**src/rtl/pwm_pkg.sv**
```systemverilog
package pwm_pkg;
    localparam int ADDR_W = 4;
    localparam int DATA_W = 16;

    localparam logic [ADDR_W-1:0] A_PERIOD   = 4'h0;
    localparam logic [ADDR_W-1:0] A_CTRL     = 4'h1;
    localparam logic [ADDR_W-1:0] A_LOCK_SET = 4'h2;
    localparam logic [ADDR_W-1:0] A_LOCK_CLR = 4'h3;
    localparam logic [ADDR_W-1:0] A_PAT_ACT  = 4'h4;
    localparam logic [ADDR_W-1:0] A_PAT_BUF  = 4'h5;
    localparam logic [ADDR_W-1:0] A_COUNT    = 4'h6;
    localparam logic [ADDR_W-1:0] A_STATUS   = 4'h7;
    localparam logic [ADDR_W-1:0] A_CMP_ACT  = 4'h8;
    localparam logic [ADDR_W-1:0] A_CMP_BUF  = 4'hC;
endpackage

```
**src/rtl/pwm_counter.sv**
```systemverilog
module pwm_counter #(
    parameter int CNT_W = 16
) (
    input  logic             clk,
    input  logic             rst_n,
    input  logic [CNT_W-1:0] period,
    output logic [CNT_W-1:0] cnt,
    output logic             wrap
);
    logic [CNT_W-1:0] cnt_d, cnt_q;

    always_comb begin
        wrap  = (cnt_q >= period);
        cnt_d = wrap ? '0 : cnt_q + CNT_W'(1);
    end

    always_ff @(posedge clk or negedge rst_n) begin
        if (!rst_n) cnt_q <= '0;
        else        cnt_q <= cnt_d;
    end

    assign cnt = cnt_q;


    wrap_to_zero_chk: assert property (@(posedge clk) disable iff (!rst_n)
        wrap |=> (cnt_q == '0));


    count_step_chk: assert property (@(posedge clk) disable iff (!rst_n)
        !wrap |=> (cnt_q == $past(cnt_q) + CNT_W'(1)));
endmodule

```
**src/rtl/pwm_shadow_reg.sv**
```systemverilog
module pwm_shadow_reg #(
    parameter int W = 16
) (
    input  logic         clk,
    input  logic         rst_n,
    input  logic         shadow_we,
    input  logic         active_we,
    input  logic [W-1:0] wdata,
    input  logic         commit,
    output logic [W-1:0] active,
    output logic [W-1:0] shadow,
    output logic         pending
);
    typedef struct packed {
        logic [W-1:0] act;
        logic [W-1:0] shd;
        logic         vld;
    } sreg_t;

    sreg_t s_d, s_q;

    always_comb begin
        s_d = s_q;
        if (commit && s_q.vld) begin
            s_d.act = s_q.shd;
            s_d.vld = 1'b0;
        end
        if (active_we) s_d.act = wdata;
        if (shadow_we) begin
            s_d.shd = wdata;
            s_d.vld = 1'b1;
        end
    end

    always_ff @(posedge clk or negedge rst_n) begin
        if (!rst_n) s_q <= '0;
        else        s_q <= s_d;
    end

    assign active  = s_q.act;
    assign shadow  = s_q.shd;
    assign pending = s_q.vld;


    commit_value_chk: assert property (@(posedge clk) disable iff (!rst_n)
        (commit && s_q.vld && !active_we) |=> (s_q.act == $past(s_q.shd)));


    pending_drop_chk: assert property (@(posedge clk) disable iff (!rst_n)
        $fell(s_q.vld) |-> $past(commit));


    idle_hold_chk: assert property (@(posedge clk) disable iff (!rst_n)
        (!s_q.vld && !active_we) |=> $stable(s_q.act));
endmodule

```
**src/rtl/pwm_wave_gen.sv**
```systemverilog
module pwm_wave_gen #(
    parameter int CNT_W   = 16,
    parameter int NUM_CH  = 4,
    parameter int NUM_OUT = 8
) (
    input  logic [CNT_W-1:0]        cnt,
    input  logic [NUM_CH*CNT_W-1:0] cmp_flat,
    input  logic                    route_all,
    input  logic [2*NUM_OUT-1:0]    pattern,
    output logic [NUM_OUT-1:0]      wave
);
    logic [NUM_CH-1:0] hit;

    for (genvar c = 0; c < NUM_CH; c++) begin : g_cmp
        assign hit[c] = (cnt < cmp_flat[c*CNT_W +: CNT_W]);
    end

    for (genvar o = 0; o < NUM_OUT; o++) begin : g_out
        localparam int SRC = o % NUM_CH;
        logic pwm_bit;
        assign pwm_bit = route_all ? hit[0] : hit[SRC];
        assign wave[o] = pattern[o] ? pattern[NUM_OUT+o] : pwm_bit;
    end
endmodule

```
**src/rtl/pwm_shadow_pattern.sv**
```systemverilog
module pwm_shadow_pattern
    import pwm_pkg::*;
#(
    parameter int CNT_W   = 16,
    parameter int NUM_CH  = 4,
    parameter int NUM_OUT = 8
) (
    input  logic               clk,
    input  logic               rst_n,
    input  logic               wr_en,
    input  logic [ADDR_W-1:0]  wr_addr,
    input  logic [DATA_W-1:0]  wr_data,
    input  logic [ADDR_W-1:0]  rd_addr,
    output logic [DATA_W-1:0]  rd_data,
    output logic [NUM_CH+1:0]  status,
    output logic [NUM_OUT-1:0] wave
);
    localparam int PAT_W = 2 * NUM_OUT;

    typedef struct packed {
        logic [CNT_W-1:0] period;
        logic             lock;
        logic             route;
    } top_t;

    top_t top_d, top_q;

    logic [CNT_W-1:0]        cnt;
    logic                    wrap;
    logic                    commit;
    logic [CNT_W-1:0]        cmp_act [NUM_CH];
    logic [CNT_W-1:0]        cmp_shd [NUM_CH];
    logic [NUM_CH-1:0]       cmp_pend;
    logic [NUM_CH*CNT_W-1:0] cmp_flat;
    logic [PAT_W-1:0]        pat_act, pat_shd;
    logic                    pat_pend;

    always_comb begin
        top_d = top_q;
        if (wr_en) begin
            case (wr_addr)
                A_PERIOD:   top_d.period = wr_data[CNT_W-1:0];
                A_CTRL:     top_d.route  = wr_data[0];
                A_LOCK_SET: if (wr_data[0]) top_d.lock = 1'b1;
                A_LOCK_CLR: if (wr_data[0]) top_d.lock = 1'b0;
                default: ;
            endcase
        end
    end

    always_ff @(posedge clk or negedge rst_n) begin
        if (!rst_n) top_q <= '0;
        else        top_q <= top_d;
    end

    assign commit = wrap && !top_q.lock;

    pwm_counter #(.CNT_W(CNT_W)) i_counter (
        .clk    (clk),
        .rst_n  (rst_n),
        .period (top_q.period),
        .cnt    (cnt),
        .wrap   (wrap)
    );

    for (genvar c = 0; c < NUM_CH; c++) begin : g_ch
        logic buf_we, act_we;
        assign buf_we = wr_en && (wr_addr == A_CMP_BUF + ADDR_W'(c));
        assign act_we = wr_en && (wr_addr == A_CMP_ACT + ADDR_W'(c));
        pwm_shadow_reg #(.W(CNT_W)) i_cmp (
            .clk       (clk),
            .rst_n     (rst_n),
            .shadow_we (buf_we),
            .active_we (act_we),
            .wdata     (wr_data[CNT_W-1:0]),
            .commit    (commit),
            .active    (cmp_act[c]),
            .shadow    (cmp_shd[c]),
            .pending   (cmp_pend[c])
        );
        assign cmp_flat[c*CNT_W +: CNT_W] = cmp_act[c];
    end

    pwm_shadow_reg #(.W(PAT_W)) i_pattern (
        .clk       (clk),
        .rst_n     (rst_n),
        .shadow_we (wr_en && (wr_addr == A_PAT_BUF)),
        .active_we (wr_en && (wr_addr == A_PAT_ACT)),
        .wdata     (wr_data[PAT_W-1:0]),
        .commit    (commit),
        .active    (pat_act),
        .shadow    (pat_shd),
        .pending   (pat_pend)
    );

    pwm_wave_gen #(.CNT_W(CNT_W), .NUM_CH(NUM_CH), .NUM_OUT(NUM_OUT)) i_wave (
        .cnt       (cnt),
        .cmp_flat  (cmp_flat),
        .route_all (top_q.route),
        .pattern   (pat_act),
        .wave      (wave)
    );

    assign status = {top_q.lock, pat_pend, cmp_pend};

    always_comb begin
        rd_data = '0;
        case (rd_addr)
            A_PERIOD:  rd_data = DATA_W'(top_q.period);
            A_CTRL:    rd_data = DATA_W'(top_q.route);
            A_LOCK_SET: rd_data = DATA_W'(top_q.lock);
            A_PAT_ACT: rd_data = DATA_W'(pat_act);
            A_PAT_BUF: rd_data = DATA_W'(pat_shd);
            A_COUNT:   rd_data = DATA_W'(cnt);
            A_STATUS:  rd_data = DATA_W'(status);
            default: ;
        endcase
        for (int c = 0; c < NUM_CH; c++) begin
            if (rd_addr == A_CMP_ACT + ADDR_W'(c)) rd_data = DATA_W'(cmp_act[c]);
            if (rd_addr == A_CMP_BUF + ADDR_W'(c)) rd_data = DATA_W'(cmp_shd[c]);
        end
    end


    lock_hold_chk: assert property (@(posedge clk) disable iff (!rst_n)
        (top_q.lock && wrap && !wr_en) |=> $stable(status[NUM_CH:0]));


    lock_set_chk: assert property (@(posedge clk) disable iff (!rst_n)
        (wr_en && wr_addr == A_LOCK_SET && wr_data[0]) |=> status[NUM_CH+1]);


    lock_keep_chk: assert property (@(posedge clk) disable iff (!rst_n)
        (!(wr_en && (wr_addr == A_LOCK_SET || wr_addr == A_LOCK_CLR))) |=> $stable(status[NUM_CH+1]));

    for (genvar o = 0; o < NUM_OUT; o++) begin : g_force_chk

        pattern_force_chk: assert property (@(posedge clk) disable iff (!rst_n)
            pat_act[o] |-> (wave[o] == pat_act[NUM_OUT+o]));
    end
endmodule

```
**config.mk**
```make
export PLATFORM = sky130hd
export DESIGN_NAME = pwm_shadow_pattern
export DESIGN_NICKNAME = d
export VERILOG_FILES = /design/src/rtl/pwm_pkg.sv /design/src/rtl/pwm_counter.sv /design/src/rtl/pwm_shadow_reg.sv /design/src/rtl/pwm_wave_gen.sv /design/src/rtl/pwm_shadow_pattern.sv
export SDC_FILE = /design/constraint.sdc
export NUM_CORES = 1
export LEC_CHECK = 0
export BUFFER_PORTS_ARGS = -buffer_cell sky130_fd_sc_hd__buf_2
export CAP_MARGIN = 10
export CORE_ASPECT_RATIO = 2
export CORE_UTILIZATION = 50
export CTS_CLUSTER_DIAMETER = 50
export DETAILED_ROUTE_END_ITERATION = 6
export HOLD_SLACK_MARGIN = 0.06
export PLACE_DENSITY = 0.7
export REMOVE_ABC_BUFFERS = 1
export SYNTH_ARGS = -nofsm -noshare
export SYNTH_HDL_FRONTEND = slang
export SYNTH_SLANG_ARGS = --single-unit
export TNS_END_PERCENT = 50
```
**constraint.sdc**
```tcl
create_clock -name clk -period 2.38 [get_ports clk]
set_input_delay 0.476 -clock clk [delete_from_list [all_inputs] [get_ports clk]]
set_output_delay 0.476 -clock clk [all_outputs]
set_load 0.02 [all_outputs]
```
# Word-level counts from Yosys, hierarchy flattened
# Index checks and enable logic that the tools add are counted.
[classes]
reduce_logical = 33
eq_ne = 29
add_sub_neg = 1
n_lt_le_gt_ge = 5
muxes = 44
[op_table]
columns = ["operator", "count"]
rows = [
  ["16-bit two-way mux", 19],
  ["16-bit case mux with 7 select lines", 1],
  ["4-bit == test, second input constant", 16],
  ["16-bit less-than comparator", 4],
  ["4-bit by 3-bit == test with 1-bit output, second input constant", 6],
  ["1-bit two-way mux", 23],
  ["2-bit nonzero test", 11],
  ["16-bit by 1-bit adder with 16-bit output, second input constant", 1],
  ["16-bit greater-or-equal comparator", 1],
  ["1-bit logical AND", 16],
  ["4-bit by 2-bit == test with 1-bit output, second input constant", 3],
  ["4-bit by 1-bit == test with 1-bit output, second input constant", 2],
  ["4-bit logical NOT", 2],
  ["2-bit != test, second input constant", 2],
  ["2-bit AND reduction", 2],
  ["4-bit AND reduction", 1],
  ["1-bit case mux with 2 select lines", 1],
  ["1-bit logical NOT", 1],
]
[word_totals]
wordCells = 131
out_inout_bits = 30
ff_bits = 199
in_bits = 27

# Longest topological paths before layout
# Gate-level depths: netlist of run 1.
[depth]
word_depth = 10
mapped_depth = 11
mapped_depth_nobuf = 8

# By module
# Synthesis of run 1 repeated with hierarchy kept, for this count alone.
[hier_totals]
hier_cells = 1348
hier_area_um2 = 13735.7
[by_module_without_submodules]
columns = ["module", "cells_each", "area_each_um2", "instances", "seq_area_each_um2"]
rows = [
  ["pwm_shadow_reg", 128, 1584.0, 5, 825.8],
  ["pwm_shadow_pattern", 342, 2896.5, 1, 450.4],
  ["pwm_wave_gen", 236, 1659.1, 1, 0.0],
  ["pwm_counter", 130, 1260.0, 1, 400.4],
]

# Worst setup path before layout of run 1
# Ideal clock, no wire load.
[synth_path]
kind = "input -> output"
start = "in rd_addr[2]"
end = "out rd_data[2]"
required_time_ns = 1.904
path_slack_ns = -0.354
arrival_time_ns = 2.258
path_stages = 8
path_buffers = 2
path_cell_list = "buf_2 > inv_1 > nor3_1 > clkbuf_1 > a21oi_1 > a221oi_1 > a2bb2oi_1 > o21ai_0"
[synth_between]
elab_chain_cells = 10
elab_cells_between_ends = 24
classes_between = "14 x eq/ne; 9 x mux; 1 x reduce/logical"
[synth_lines]
columns = ["element", "line", "source"]
rows = [
  ["start, declared", "pwm_shadow_pattern.sv:13", "input logic [ADDR_W-1:0] rd_addr,"],
  ["4-bit by 3-bit == test with 1-bit output, or another cell as far along", "pwm_shadow_pattern.sv:108", "case (rd_addr)"],
  ["16-bit case mux with 7 select lines", "pwm_shadow_pattern.sv:108", ""],
  ["16-bit two-way mux", "pwm_shadow_pattern.sv:119", "if (rd_addr == A_CMP_ACT + ADDR_W'(c)) rd_data = DATA_W'(cmp_act[c]);"],
  ["16-bit two-way mux", "pwm_shadow_pattern.sv:120", "if (rd_addr == A_CMP_BUF + ADDR_W'(c)) rd_data = DATA_W'(cmp_shd[c]);"],
  ["16-bit two-way mux", "pwm_shadow_pattern.sv:119", ""],
  ["16-bit two-way mux", "pwm_shadow_pattern.sv:120", ""],
  ["16-bit two-way mux", "pwm_shadow_pattern.sv:119", ""],
  ["16-bit two-way mux", "pwm_shadow_pattern.sv:120", ""],
  ["16-bit two-way mux", "pwm_shadow_pattern.sv:119", ""],
  ["16-bit two-way mux *", "pwm_shadow_pattern.sv:120", ""],
  ["end, declared", "pwm_shadow_pattern.sv:14", "output logic [DATA_W-1:0] rd_data,"],
]
# Every way passes the cells marked *; elsewhere a longest branch is shown, timed or not.

# Final worst setup path of run 1
[layout_path]
start = "reg i_counter.cnt_q[1], in the netlist i_counter.cnt[1]"
end = "out wave[2]"
[layout_between]
elab_chain_cells = 3
elab_cells_between_ends = 4
classes_between = "2 x order compare; 2 x mux"
[layout_lines]
columns = ["element", "line", "source"]
rows = [
  ["start, declared", "pwm_counter.sv:10", "logic [CNT_W-1:0] cnt_d, cnt_q;"],
  ["start signal, assigned", "pwm_counter.sv:19", "else cnt_q <= cnt_d;"],
  ["16-bit less-than comparator", "pwm_wave_gen.sv:15", "assign hit[c] = (cnt < cmp_flat[c*CNT_W +: CNT_W]);"],
  ["1-bit two-way mux *", "pwm_wave_gen.sv:21", "assign pwm_bit = route_all ? hit[0] : hit[SRC];"],
  ["1-bit two-way mux *", "pwm_wave_gen.sv:22", "assign wave[o] = pattern[o] ? pattern[NUM_OUT+o] : pwm_bit;"],
  ["end, declared", "pwm_shadow_pattern.sv:16", "output logic [NUM_OUT-1:0] wave"],
]
# Marked as above.

==> results of run 1 <==
-- power groups by stage --
stage	clock network, W	registers (W)	logic (W)
floorplan	0	0.00534	0.00314
global placement	0	0.00546	0.00582
detailed placement	0	0.00551	0.00596
CTS	0.00313	0.00547	0.00660
global route	0.00323	0.00566	0.00764
finish	0.00310	0.00552	0.00712
-- layout make-up --
class / instances / share of cell area (%)
Multi-Input combinational cell: 938 / 44.8
Sequential cell: 199 / 30.2
Clock buffer: 23 / 3.02
Timing Repair Buffer: 309 / 16.6
Tap cell: 332 / 2.52
Inverter: 90 / 2.11
Clock inverter: 7 / 0.705
-- metal layers --
layer / track usage [%] / wire (um) / vias to the layer above
met3: 6.84 / 2840 / 251
li1: - / - / 5207
met1: 40.2 / 15700 / 5662
met2: 65.6 / 23500 / 573
met5: 0 / 0 / -
met4: 33.4 / 4760 / 0
-- per-stage QoR --
stage / cell area [um2] / hold WS (ns) / power (W) / setup WS, ns / setup TNS [ns]
global placement: 14500 / 0.491 / 0.0113 / -0.450 / -31.46
detailed placement: 14500 / 0.494 / 0.0115 / -0.492 / -35.60
finish: 16500 / 0.357 / 0.0157 / -0.795 / -23.00
CTS: 16200 / 0.337 / 0.0152 / -0.763 / -22.06
global route: 16500 / 0.374 / 0.0165 / -0.878 / -31.08
floorplan: 12000 / 0.180 / 0.00848 / -0.559 / -52.12
-- sequential cells by signal (all words and copies together), names as in the netlist --
name                count
g_ch.i_cmp.active      64
i_pattern.pending       1
i_counter.cnt          16
g_ch.i_cmp.shadow      64
i_pattern.active       16
i_pattern.shadow       16
top_q                  17
g_ch.i_cmp.pending      4
status                  1
-- cells in the final DEF (no fill, tap or decap), types with 8 or more instances in the layout --
| cell type | netlist | final |
|---|---|---|
| xnor2_1 | 8 | 8 |
| nor2_1 | 135 | 131 |
| o21ai_1 | 2 | 12 |
| nand4_1 | 14 | 14 |
| a21oi_1 | 163 | 137 |
| nand3_1 | 18 | 18 |
| buf_4 | 5 | 204 |
| a221oi_1 | 17 | 10 |
| inv_2 | 0 | 8 |
| o21ai_0 | 54 | 39 |
| dfrtp_1 | 199 | 193 |
| ha_1 | 77 | 59 |
| a31oi_1 | 10 | 9 |
| inv_1 | 90 | 79 |
| clkbuf_16 | 0 | 17 |
| a21oi_2 | 0 | 23 |
| mux2_2 | 93 | 93 |
| ha_4 | 0 | 13 |
| buf_2 | 4 | 34 |
| buf_6 | 5 | 44 |
| mux2i_1 | 87 | 85 |
| a21o_1 | 26 | 25 |
| buf_12 | 0 | 19 |
| nand2_1 | 82 | 78 |
| o22ai_1 | 9 | 9 |
| a22oi_1 | 17 | 10 |
-- worst max-delay path by stage --
stage	slack (ns)	endpoint	depth (start not counted)
global route	-0.88	wave[3]	8
detailed placement	-0.49	wave[6]	8
global placement	-0.45	wave[6]	8
CTS	-0.76	wave[2]	8
finish	-0.79	wave[2]	8
floorplan	-0.56	rd_data[14]	6
-- cells by family after synthesis --
| family | Yosys count |
|---|---|
| simple gates | 304 |
| buf+inv | 176 |
| xor+xnor | 14 |
| fa+ha+maj | 77 |
| compound gates | 362 |
| mux | 181 |
| flops | 199 |
-- critical path: stages, from the launching register on --
cell and delay (ns):
dfrtp_1 0.41, ha_1 0.34, a2111oi_4 0.31, buf_4 0.19
o31ai_1 0.06, a221oi_1 0.31, o211ai_1 0.23, a31oi_1 0.22
buf_4 0.16
-- timing repair --
action / 4_1_cts / 5_1_grt
buffers inserted: 29 / 11
endpoints found under the hold margin: 54 / 0
pin swaps: 110 / 43
hold buffers: 1 / 0
endpoints found under the setup margin: 120 / 119
gates resized for setup: 174 / 73
cloned: 6 / 0
==> impl_table.tex, run 1 <==
\begin{tabular}{lr}
\hline
Metric & Value \\
\hline
\multicolumn{2}{l}{\textbf{Outcome}} \\
Status & complete, but fails checks \\
Violated checks & setup timing \\
\multicolumn{2}{l}{\textbf{Yosys}} \\
Synthesized-area fraction occupied by adder cells & 7.77\% \\
Cell with the most instances after synthesis & dfrtp\_1 \\
Synthesized area per cell & 9.44 um2 \\
Simple-gate area share of the yosys netlist & 11.0\% \\
Count of synthesis-stage warnings from yosys & 0 \\
Number of enable flip-flop cells after synthesis & 0 \\
Cell area after synthesis & 12400 um2 \\
Cells after synthesis & 1313 \\
Top\_reg\_cell synth & dfrtp\_1 \\
Dominant cell type by area after synthesis & dfrtp\_1 \\
Mux cell area share after synthesis & 15.7\% \\
Proportion of netlist area held by the largest area contributor & 40.2\% \\
Leading cell types by count after synthesis & dfrtp\_1 (199), a21oi\_1 (163), nor2\_1 (135) \\
Main combinational cell family by area after synthesis & compound AO/OA/AOI/OAI gates \\
Share of the synthesized area in compound gates (AO/OA/AOI/OAI) & 18.6\% \\
Fraction of registers with async set/reset & 100\% \\
Ranking of synthesized cells by area & dfrtp\_1 (40\%), mux2\_2 (8.4\%), ha\_1 (7.8\%) \\
XOR/XNOR share of the synthesized area & 0.989\% \\
Number of unique standard cell types used by synthesis & 62 \\
Portion of the post-synthesis area used by sequential elements & 40.2\% \\
Post-synthesis register bit count & 199 \\
\multicolumn{2}{l}{\textbf{Timing}} \\
Achievable Freq & 0.315 GHz \\
Setup-violating endpoint count in the final report & 104 \\
Least setup slack across all paths after layout & -0.795 ns \\
Crit path time final & 3.17 ns \\
Worst-case headroom to the max-slew limit & 60.7\% \\
Portion of the clock cycle consumed by the worst path in the final layout & 133\% \\
Number of failing hold endpoints at the final stage & 0 \\
Worst-margin pin slew & 0.590 ns \\
Setup repair after global routing missed its margin & yes \\
Final Max Tran Viols & 0 \\
Fin Clk Skew & 0.0144 ns \\
\multicolumn{2}{l}{\textbf{Critical path}} \\
CP Capture Type & output port \\
WP data required & 1.90 ns \\
WP data arrival & 2.70 ns \\
Depth of the most critical reg-to-reg path & 13 \\
Start of the worst register-to-register path & i\_counter.cnt[13]\$\_DFF\_PN0\_ \\
Kind of start point of the critical path & flip-flop \\
Crit Reg-Reg Endpoint & g\_ch[1].i\_cmp.active[2]\$\_DFFE\_PN0P\_ \\
Register-to-register setup slack & -0.27 ns \\
Start point of the critical path & i\_counter.cnt[1]\$\_DFF\_PN0\_ \\
Critical path class & reg -> out \\
Worst-path maximum fanout & 3 \\
\multicolumn{2}{l}{\textbf{Hold path}} \\
Hold endpoint & status[5]\$\_DFFE\_PN0P\_ \\
Cell depth of the worst hold path & 2 \\
Worst hold-check path type & in -> reg \\
Source of the worst hold timing path & wr\_addr[0] \\
\multicolumn{2}{l}{\textbf{Power}} \\
P\_leak & 8.29 nW \\
Sequential share of power & 35.1\% \\
Net switching power of the design & 0.00602 W \\
Max rail drop VDD & 0.527 mV \\
Power share of the clock group & 19.7\% \\
Internal Power & 0.00972 W \\
Fraction of power consumed by combinational cells & 45.2\% \\
Cell Pwr Density & 954 nW/um2 \\
Switching part of the total & 38.2\% \\
\multicolumn{2}{l}{\textbf{Cells and area}} \\
Multi-input logic area & 7390 um2 \\
Fill cell instance count of the final layout & 1878 \\
Seq. cell area & 4990 um2 \\
Non-Filler Instances & 1898 \\
Count of nets after finishing & 1659 \\
Growth of design area from synthesis to finish & 33.1\% \\
Util after Layout & 67.5\% \\
Antenna cells & 0 \\
Fraction of final layout cells sized beyond drive strength 1 & 36.1\% \\
\multicolumn{2}{l}{\textbf{Clock tree}} \\
CTS tree & yes \\
CTS Root Cell & clkbuf\_16 \\
Clock input transition at the sequential cells of the worst setup and hold paths & 0.07 ns \\
Buffer levels on the longest clock path & 2 \\
Number of buffers created by CTS & 17 \\
Number of H-tree levels & 4 \\
Clock latency at the later pin of the worst-skew pair & 0.47 ns \\
Clock net sink count & 199 \\
\multicolumn{2}{l}{\textbf{Detailed routing}} \\
Initial DRC count & 895 \\
Post-route DRC & 0 \\
Overall routed net length & 46700 um \\
Vias & 11700 \\
Detailed-routing iteration count for the pre-antenna-repair pass & 5 \\
Number of antenna-violating nets in the routed design & 0 \\
Number of vias per cell after detailed routing & 6.16 \\
DR WL/cell & 24.6 um \\
\multicolumn{2}{l}{\textbf{Placement}} \\
Number of placed instances, taps included & 1827 \\
\# port buffers & 56 \\
HPWL reported at the end of detailed placement & 33500 um \\
Final weighted congestion in routability-driven placement & 0.971 \\
\multicolumn{2}{l}{\textbf{Floorplanning}} \\
Area of the core & 24400 um2 \\
Standard-cell row count & 81 \\
Initial cell density of the core & 50.8\% \\
Area enclosed by the die boundary & 25500 um2 \\
Y dimension of the die & 225 um \\
Overall die width & 113 um \\
\# IOs & 57 \\
\multicolumn{2}{l}{\textbf{GRT}} \\
Maximum number of pins on one net before global-route repair & 62 \\
Combined global-route utilization of all metal layers & 38.4\% \\
Number of global-route vias before repair & 11800 \\
Total global routing overflow & 0 \\
Number of antenna violations at the first check in global routing & 0 \\
Wire length of the first global-routing pass & 70500 um \\
\multicolumn{2}{l}{\textbf{Job}} \\
Max capacitance violation total & 0 \\
\hline
\end{tabular}
Power figures use the tool's default switching activity.
==> inputs of run 2 (changes only) <==
--- a/config.mk
+++ b/config.mk
@@ -9,6 +9,7 @@
 export CAP_MARGIN = 10
 export CORE_ASPECT_RATIO = 2
 export CORE_UTILIZATION = 50
+export CTS_BUF_LIST = sky130_fd_sc_hd__clkbuf_16
 export CTS_CLUSTER_DIAMETER = 50
 export DETAILED_ROUTE_END_ITERATION = 6
 export HOLD_SLACK_MARGIN = 0.06
==> impl_table.tex, run 2 (synthesized netlist as in run 1, its figures left out) <==
\begin{tabular}{lr}
\hline
Metric & Value \\
\hline
\multicolumn{2}{l}{\textbf{GRT}} \\
Number of antenna violations at the first check in global routing & 0 (unchanged) \\
Maximum number of pins on one net before global-route repair & 62 (unchanged) \\
Number of global-route vias before repair & 11800 (+0.076\%) \\
Combined global-route utilization of all metal layers & 37.6\% (-0.83 points) \\
Wire length of the first global-routing pass & 69600 um (-1.4\%) \\
Total global routing overflow & 0 (unchanged) \\
\multicolumn{2}{l}{\textbf{Cells and area}} \\
Top library cells by usage in the layout, fill and taps aside & buf\_4 (209), dfrtp\_1 (193), a21oi\_1 (136) \\
Util after Layout & 67.4\% (-0.18 points) \\
Antenna cells & 0 (unchanged) \\
Post-layout instance area & 16500 um2 (-0.27\%) \\
Count of nets after finishing & 1661 (+0.12\%) \\
Growth of design area from synthesis to finish & 32.7\% \\
Fraction of final layout cells sized beyond drive strength 1 & 36.2\% (about the same) \\
Non-Filler Instances & 1900 (+0.11\%) \\
Most frequent standard cell in the layout excluding fill and tap cells & buf\_4 \\
\multicolumn{2}{l}{\textbf{Clock tree}} \\
Buffer levels on the longest clock path & 2 (unchanged) \\
Clock input transition at the sequential cells of the worst setup and hold paths & 0.07 ns (about the same) \\
Clock latency at the later pin of the worst-skew pair & 0.47 ns (about the same) \\
Number of buffers created by CTS & 17 (unchanged) \\
CTS tree & yes \\
Number of H-tree levels & 4 (unchanged) \\
CTS Root Cell & clkbuf\_16 \\
Clock net sink count & 199 (unchanged) \\
\multicolumn{2}{l}{\textbf{Power}} \\
Fraction of power consumed by combinational cells & 46.4\% (+1.2 points) \\
Switching part of the total & 38.4\% (+0.20 points) \\
P\_leak & 8.28 nW (-0.13\%) \\
Cell Pwr Density & 959 nW/um2 (+0.48\%) \\
Max rail drop VDD & 0.490 mV (-7.0\%) \\
Sequential share of power & 35.0\% (about the same) \\
Power share of the clock group & 18.6\% (-1.1 points) \\
Internal Power & 0.00971 W (-0.11\%) \\
Net switching power of the design & 0.00606 W (+0.73\%) \\
\multicolumn{2}{l}{\textbf{Timing}} \\
Worst-margin pin slew & 0.582 ns (-0.00751 ns) \\
Worst-case headroom to the max-slew limit & 61.2\% (+0.50 points) \\
Portion of the clock cycle consumed by the worst path in the final layout & 135\% (+1.2 points) \\
Crit path time final & 3.20 ns (+0.0276 ns) \\
Number of failing hold endpoints at the final stage & 0 (unchanged) \\
Setup-violating endpoint count in the final report & 112 (+7.7\%) \\
Final Max Tran Viols & 0 (unchanged) \\
Fin Clk Skew & 0.0124 ns (-0.00208 ns) \\
Setup repair after global routing missed its margin & yes \\
Achievable Freq & 0.312 GHz (-0.86\%) \\
Least setup slack across all paths after layout & -0.822 ns (-0.0276 ns) \\
\multicolumn{2}{l}{\textbf{Critical path}} \\
Worst-path maximum fanout & 3 (unchanged) \\
CP Capture Type & output port \\
Register-to-register setup slack & -0.31 ns (-0.04 ns) \\
Kind of start point of the critical path & flip-flop \\
WP data required & 1.90 ns (about the same) \\
Critical path class & reg -> out \\
WP data arrival & 2.73 ns (+0.03 ns) \\
\multicolumn{2}{l}{\textbf{Detailed routing}} \\
Number of vias per cell after detailed routing & 6.13 (-0.48\%) \\
Initial DRC count & 878 (-1.9\%) \\
Overall routed net length & 46200 um (-1.2\%) \\
Vias & 11600 (-0.38\%) \\
DR WL/cell & 24.3 um (-1.4\%) \\
Number of antenna-violating nets in the routed design & 0 (unchanged) \\
Detailed-routing iteration count for the pre-antenna-repair pass & 5 (unchanged) \\
Post-route DRC & 0 (unchanged) \\
\multicolumn{2}{l}{\textbf{Floorplanning}} \\
Overall die width & 113 um (unchanged) \\
Standard-cell row count & 81 (unchanged) \\
\# IOs & 57 (unchanged) \\
Initial cell density of the core & 50.8\% (unchanged) \\
Y dimension of the die & 225 um (unchanged) \\
Area of the core & 24400 um2 (unchanged) \\
Area enclosed by the die boundary & 25500 um2 (unchanged) \\
\multicolumn{2}{l}{\textbf{Placement}} \\
Placement Setup Slack & -0.492 ns (unchanged) \\
\# port buffers & 56 (unchanged) \\
Number of placed instances, taps included & 1827 (unchanged) \\
Cell Area, Placed & 14500 um2 (unchanged) \\
Final weighted congestion in routability-driven placement & 0.971 (unchanged) \\
HPWL reported at the end of detailed placement & 33500 um (unchanged) \\
\multicolumn{2}{l}{\textbf{Hold path}} \\
Worst hold-check path type & in -> reg \\
\multicolumn{2}{l}{\textbf{Outcome}} \\
Status & complete, but fails checks \\
Violated checks & setup timing \\
\multicolumn{2}{l}{\textbf{Job}} \\
Max capacitance violation total & 0 (unchanged) \\
\hline
\end{tabular}
[run 2: cell count changes in the layout (fill, tap and decap cells not counted), sizes merged]
cell	change
buf	+2
clkinvlp	-1
clkinv	+5
inv	+2
clkbuf	-6
[run 2: final timing paths]
kind,cells after the start,start,end
max in group asynchronous,3,rst_n,i_pattern.active[5]$_DFFE_PN0P_
max,8,i_counter.cnt[6]$_DFF_PN0_,wave[3]
min in group asynchronous,2,rst_n,top_q[11]$_DFFE_PN0P_
min,2,wr_addr[0],status[5]$_DFFE_PN0P_
min reg2reg,1,top_q[15]$_DFFE_PN0P_,top_q[15]$_DFFE_PN0P_
max reg2reg,13,i_counter.cnt[4]$_DFF_PN0_,i_pattern.active[13]$_DFFE_PN0P_
[run 2: layout make-up]
class / instances / area (um2)
fillers: 1891 / 7970
multi-input cells: 938 / 7420
flip-flops and latches: 199 / 4990
repair buffers: 311 / 2720
clock buffers: 17 / 425
well taps: 332 / 415
inverters: 90 / 344
clock inverters: 13 / 139
[run 2: power by group through the flow]
stage / registers (W) / clock network [W] / logic (W)
floorplan: 0.00534 / 0 / 0.00314
global placement: 0.00546 / 0 / 0.00582
detailed placement: 0.00551 / 0 / 0.00596
CTS: 0.00547 / 0.00296 / 0.00681
global route: 0.00566 / 0.00306 / 0.00789
finish: 0.00552 / 0.00293 / 0.00732
[run 2: worst max-delay path, stage by stage (launching register included)]
cell      delay (ns)
dfrtp_1         0.41
ha_2            0.21
or4_4           0.53
a21oi_2         0.14
o31ai_2         0.09
a221oi_2        0.27
o211ai_1        0.23
a31oi_2         0.23
buf_4           0.16
[run 2: through the flow]
stage	TNS (ns)	hold slack, ns	total power [W]
2_1_floorplan	-52.12	0.180	0.00848
3_3_place_gp	-31.46	0.491	0.0113
3_5_place_dp	-35.60	0.494	0.0115
4_1_cts	-18.54	0.337	0.0152
5_1_grt	-31.78	0.355	0.0166
6_report	-23.96	0.344	0.0158
[run 2: repair_timing]
item,4_1_cts,5_1_grt
setup buffers,28,14
endpoints found under the hold margin,54,0
pin swaps,99,41
resized for setup,174,74
setup endpoints to repair,120,120
gates cloned,3,0
hold buffers,1,0
[run 2: layer usage]
layer / up-vias / track usage, % / share of wire (%)
met1: 5694 / 39.5 / 34
met5: - / 0 / 0
met3: 212 / 6.20 / 5.4
li1: 5191 / - / -
met4: 0 / 30.9 / 9.1
met2: 552 / 65.1 / 51
